## src/rtl/irqc_pkg.sv

```systemverilog
package irqc_pkg;

    typedef enum logic [1:0] {
        ST_RUN         = 2'd0,
        ST_SLEEP_ARMED = 2'd1,
        ST_SLEEP_WOKE  = 2'd2
    } sleep_state_e;

    localparam int NUM_SRC      = 4;
    localparam int SRC_TXDONE   = 0;
    localparam int SRC_RXDATA   = 1;
    localparam int SRC_PARITY   = 2;
    localparam int SRC_RXACT_FE = 3;

endpackage

```

## src/rtl/irqc_rx_sync.sv

```systemverilog
module irqc_rx_sync #(
    parameter int STAGES = 2
) (
    input  logic clk,
    input  logic rst_n,
    input  logic rx_in,
    output logic rx_sync,
    output logic rx_edge
);
    logic rx_prev;

    generate
        if (STAGES <= 1) begin : g_single
            logic chain_q;
            always_ff @(posedge clk or negedge rst_n) begin
                if (!rst_n) chain_q <= 1'b1;
                else        chain_q <= rx_in;
            end
            assign rx_sync = chain_q;
        end else begin : g_chain
            logic [STAGES-1:0] chain_q;
            always_ff @(posedge clk or negedge rst_n) begin
                if (!rst_n) chain_q <= '1;
                else        chain_q <= {chain_q[STAGES-2:0], rx_in};
            end
            assign rx_sync = chain_q[STAGES-1];
        end
    endgenerate

    always_ff @(posedge clk or negedge rst_n) begin
        if (!rst_n) rx_prev <= 1'b1;
        else        rx_prev <= rx_sync;
    end

    assign rx_edge = rx_sync ^ rx_prev;

endmodule

```

## src/rtl/irqc_sleep_fsm.sv

```systemverilog
module irqc_sleep_fsm
    import irqc_pkg::*;
(
    input  logic         clk,
    input  logic         rst_n,
    input  logic         shdn,
    input  logic         rx_edge,
    output sleep_state_e state,
    output logic         sleeping,
    output logic         act_flag
);
    sleep_state_e state_q, state_d;

    always_ff @(posedge clk or negedge rst_n) begin
        if (!rst_n) state_q <= ST_RUN;
        else        state_q <= state_d;
    end

    always_comb begin
        state_d = state_q;
        unique case (state_q)
            ST_RUN:         if (shdn)         state_d = ST_SLEEP_ARMED;
            ST_SLEEP_ARMED: if (!shdn)        state_d = ST_RUN;
                            else if (rx_edge) state_d = ST_SLEEP_WOKE;
            ST_SLEEP_WOKE:  if (!shdn)        state_d = ST_RUN;
            default:                          state_d = ST_RUN;
        endcase
    end

    always_comb begin
        state    = state_q;
        sleeping = (state_q != ST_RUN);
        act_flag = (state_q == ST_SLEEP_WOKE);
    end

    AST_ENTER_ARMED: assert property (@(posedge clk) disable iff (!rst_n)
        (state_q == ST_RUN && shdn) |=> (state_q == ST_SLEEP_ARMED));
    AST_EDGE_WAKES: assert property (@(posedge clk) disable iff (!rst_n)
        (state_q == ST_SLEEP_ARMED && shdn && rx_edge) |=> (state_q == ST_SLEEP_WOKE));
    AST_WOKE_HOLDS: assert property (@(posedge clk) disable iff (!rst_n)
        (state_q == ST_SLEEP_WOKE && shdn) |=> (state_q == ST_SLEEP_WOKE));
    AST_EXIT_CLEARS: assert property (@(posedge clk) disable iff (!rst_n)
        (state_q != ST_RUN && !shdn) |=> (state_q == ST_RUN));

endmodule

```

## src/rtl/irqc_src_gate.sv

```systemverilog
module irqc_src_gate #(
    parameter int NUM = 4
) (
    input  logic [NUM-1:0] pending,
    input  logic [NUM-1:0] enable,
    output logic           irq_n
);
    logic [NUM-1:0] hit;

    generate
        for (genvar i = 0; i < NUM; i++) begin : g_src
            assign hit[i] = pending[i] & enable[i];
        end
    endgenerate

    assign irq_n = ~(|hit);

endmodule

```

## src/rtl/irqc_top.sv

```systemverilog
module irqc_top
    import irqc_pkg::*;
#(
    parameter int SYNC_STAGES = 2
) (
    input  logic               clk,
    input  logic               rst_n,
    input  logic               shdn,
    input  logic               rx_pin,
    input  logic               tx_idle,
    input  logic               fifo_nonempty,
    input  logic               head_ninth,
    input  logic               frame_err,
    input  logic [NUM_SRC-1:0] irq_en,
    output logic               irq_n,
    output logic               act_fe_stat
);
    logic               rx_sync, rx_edge;
    logic               sleeping, act_flag;
    sleep_state_e       state;
    logic [NUM_SRC-1:0] pending;

    irqc_rx_sync #(.STAGES(SYNC_STAGES)) u_sync (
        .clk     (clk),
        .rst_n   (rst_n),
        .rx_in   (rx_pin),
        .rx_sync (rx_sync),
        .rx_edge (rx_edge)
    );

    irqc_sleep_fsm u_fsm (
        .clk      (clk),
        .rst_n    (rst_n),
        .shdn     (shdn),
        .rx_edge  (rx_edge),
        .state    (state),
        .sleeping (sleeping),
        .act_flag (act_flag)
    );

    always_comb begin
        act_fe_stat           = sleeping ? act_flag : frame_err;
        pending               = '0;
        pending[SRC_TXDONE]   = tx_idle;
        pending[SRC_RXDATA]   = fifo_nonempty;
        pending[SRC_PARITY]   = fifo_nonempty & head_ninth;
        pending[SRC_RXACT_FE] = act_fe_stat;
    end

    irqc_src_gate #(.NUM(NUM_SRC)) u_gate (
        .pending (pending),
        .enable  (irq_en),
        .irq_n   (irq_n)
    );

    AST_ALL_MASKED_QUIET: assert property (@(posedge clk) disable iff (!rst_n)
        (irq_en == '0) |-> irq_n);
    AST_TXDONE_FIRES: assert property (@(posedge clk) disable iff (!rst_n)
        (irq_en[SRC_TXDONE] && tx_idle) |-> !irq_n);
    AST_RXDATA_FIRES: assert property (@(posedge clk) disable iff (!rst_n)
        (irq_en[SRC_RXDATA] && fifo_nonempty) |-> !irq_n);
    AST_SLEEP_STAT_FROM_FSM: assert property (@(posedge clk) disable iff (!rst_n)
        (state == ST_SLEEP_ARMED) |-> !act_fe_stat);

endmodule

```

## config.mk

```make
export PLATFORM = sky130hd
export DESIGN_NAME = irqc_top
export DESIGN_NICKNAME = d
export VERILOG_FILES = /design/src/rtl/irqc_pkg.sv /design/src/rtl/irqc_rx_sync.sv /design/src/rtl/irqc_sleep_fsm.sv /design/src/rtl/irqc_src_gate.sv /design/src/rtl/irqc_top.sv
export SDC_FILE = /design/constraint.sdc
export NUM_CORES = 1
export LEC_CHECK = 0
export BUFFER_PORTS_ARGS = -buffer_cell sky130_fd_sc_hd__buf_2
export CAP_MARGIN = 0
export CORE_AREA = 3 3 40 42
export DETAILED_ROUTE_END_ITERATION = 12
export DIE_AREA = 0 0 43 45
export SYNTH_ARGS = -nofsm -noshare
export SYNTH_HDL_FRONTEND = slang
export SYNTH_HIERARCHICAL = 1
export SYNTH_SLANG_ARGS = --single-unit
```

## constraint.sdc

```tcl
create_clock -name clk -period 2 [get_ports clk]
set_clock_uncertainty 0.05 [all_clocks]
set_input_delay 0.3 -clock clk [delete_from_list [all_inputs] [get_ports clk]]
set_output_delay 0.3 -clock clk [all_outputs]
set_load 0.005 [all_outputs]
```

==> flow_summary_export.csv <==
group,metric,value,unit
layout,final_util,26.6,%
layout,num_antenna_cells,0,
placed_design,place.gp.congestion,0.648,
routing,drtIter0Drc,0,
clocking,cts_made_buffers,3,
sta,rsz0062_at_grt,"no",
floorplan,initial_core_util,17.2,%
logic_synthesis,synth_top_area_share,35.6,%
worst_setup_path,critPathBufInv,1,
layout,final_area,342,um^2
pwr,switching_share,21.6,%
placed_design,dpl-instance-area,305,um^2
floorplan,dieArea,1940,um^2
clocking,clk_pin_slew,0.04,ns
floorplan,die_height,45,um
worst_setup_path,critPathSlowestCell,"dfrtp_1",
clocking,htree_levels,1,
routing,drt-total-wl,403,um
logic_synthesis,ys_seq_area_share,58.2,%
global_route,grt_pass1_wl,724,um
pwr,p_int,0.000213,W
pwr,irDropWorstVdd,0.000340,V
pwr,p_leak,0.166,nW
layout,fillCellCount,137,
clocking,clk_latency,0.23,ns
worst_setup_path,critical_path.top_delay_family,"flip-flops",
sta,finalSetupTns,0,ns
clocking,root_buffer,"clkbuf_4",
sta,period_share,93.9,%
worst_setup_path,rr_worst_depth,3,
hold_path,hp-class,"input port to flip-flop",
routing,postRouteAntennaNets,0,
run,drv_cap,0,
logic_synthesis,syn_area,221,um^2
logic_synthesis,synth_top_cell_by_area,"dfstp_2",
sta,finalHoldViolCount,0,
hold_path,holdPathStages,1,
sta,tightest_slew,0.163,ns
pwr,power_frac_seq,42.6,%
worst_setup_path,cp_data_required_time,1.65,ns
floorplan,core_area,1280,um^2
sta,setup_viol,0,
routing,routed_via_density,3.92,
global_route,grt_use_total,5.44,%
worst_setup_path,slowest_delay,0.40,ns
hold_path,worstHoldStart,"rx_pin",
floorplan,fp.dieW,43,um
pwr,combPwrFrac,16.1,%
global_route,antenna_found_initial,0,
layout,nets,47,
worst_setup_path,r2r-start,"u_sync/g_chain.chain_q[1]",
floorplan,io_pins,14,
sta,finalMaxSlewViolations,0,
global_route,grt-ovfl-total,0,
worst_setup_path,cp.depth,4,
floorplan,row_count,13,
logic_synthesis,postSynthAreaPerCell,13.8,um^2
layout,final_cell_mix,"buf_2 (13), clkbuf_4 (3), dfstp_2 (3), dfrtp_1 (2)",
clocking,cts_tree,"built",
clocking,cts_buffer_depth,2,
worst_setup_path,critPathLaunchType,"flip-flop",
worst_setup_path,critPathArrivalTime,1.53,ns
logic_synthesis,yosys_register_bits,5,
pwr,p_sw,0.0000586,W
sta,slew_headroom,89.1,%
layout,synthToLayoutAreaGrowth,54.2,%
logic_synthesis,synthCells,16,
sta,post-route-min-period,1.88,ns
worst_setup_path,startpoint,"u_fsm/state[0]",
logic_synthesis,yosysUniqueCellTypes,13,
routing,post_drt_wl_per_cell,8.22,um
routing,drt_first_pass_iters,1,
routing,num_vias,192,
worst_setup_path,path_class,"flip-flop to primary output",
placed_design,port_buffers,13,
layout,drive_above_1_share,64.7,%
outcome,outcome,"finished, final reports clean",
worst_setup_path,cp_cell_sequence,"or2_1 > mux2_4 > a221oi_2 > buf_2",
global_route,grt_pass1_vias,206,
clocking,cts_resized,0,
clocking,cts.sinks,5,
worst_setup_path,critPathMaxFanout,4,
logic_synthesis,ys_warn_count,6,
sta,max_freq,0.532,GHz
routing,drcViolationCount,0,
global_route,grt_max_degree,6,
pwr,clock_power_share,41.3,%
layout,layout_commonest_cell,"buf_2",
logic_synthesis,synth_nets,28,
worst_setup_path,cp-end-kind,"primary output",
logic_synthesis,synth_area_leaders,"dfstp_2 (36%), dfrtp_1 (23%), a221oi_2 (6.8%), mux2_4 (6.8%), a22o_1 (4.0%)",
pwr,powerDensity,796,nW/um^2
==> synthesized netlist by cell type <==
cell,n
a221oi_2,1
nand2b_1,1
or2_1,1
dfrtp_1,2
a22o_1,1
and2_1,1
xor2_1,1
nand2_1,1
mux2_4,1
dfstp_2,3
o2bb2ai_1,1
nor2b_2,1
a21oi_1,1
==> stage by stage <==
stage | hold slack [ns] | cells | total power [W] | setup slack, ns
after floorplan | -0.0456 | 16 | 0.000140 | 0.486
after global placement | 0.0636 | 44 | 0.000159 | 0.372
after detailed placement | 0.0687 | 44 | 0.000161 | 0.366
after CTS | 0.104 | 49 | 0.000281 | 0.104
after global routing | 0.102 | 49 | 0.000289 | 0.0118
final | 0.114 | 49 | 0.000272 | 0.121
==> flip-flops by register name (all words and copies together) (netlist names) <==
register                flops
u_fsm/state                 2
u_sync/g_chain.chain_q      2
u_sync/rx_prev              1
==> power by group through the flow <==
| stage | clock network (W) | logic, W | registers (W) |
|---|---|---|---|
| final | 0.000112 | 0.0000439 | 0.000116 |
| after global routing | 0.000122 | 0.0000500 | 0.000117 |
| after CTS | 0.000120 | 0.0000449 | 0.000116 |
| after detailed placement | 0 | 0.0000433 | 0.000117 |
| after global placement | 0 | 0.0000424 | 0.000117 |
| after floorplan | 0 | 0.0000235 | 0.000116 |
==> repair_timing <==
item	CTS	global route
hold endpoints to repair	2	0
setup endpoints to repair	0	0
hold buffers	1	0
setup buffers	0	0
==> layout make-up <==
class	count	area, um^2	area share (%)
timing repair buffer	14	75.1	22.0
multi-input combinational	11	92.6	27.1
clock buffer	4	26.3	7.69
sequential	5	129	37.7
tap	15	18.8	5.49
==> metal layers <==
layer	track usage, %	up-vias	wire, um
li1	-	94	-
met4	7.23	0	0
met2	7.49	14	170
met3	1.59	0	69
met1	5.88	84	163
met5	0	-	0
==> path summary, 6_finish.rpt <==
kind / end / slack, ns
max: irq_n / 0.12
min: u_sync/g_chain.chain_q[0] / 0.11
max reg2reg: u_fsm/state[1] / 0.95
min reg2reg: u_sync/g_chain.chain_q[1] / 0.30
max in group asynchronous: u_sync/g_chain.chain_q[1] / 1.34
min in group asynchronous: u_fsm/state[1] / 0.35
==> cells by family (layout without fill, tap and decap cells) <==
kind of cell	count (synthesis)	after routing	synth area share (%)
flops	5	5	58.2
buf+inv	0	18	0
mux	1	1	6.78
compound gates	4	4	16.9
simple gates	5	5	14.1
xor+xnor	1	1	3.96
No activity file was read; power rests on OpenSTA's default activity.
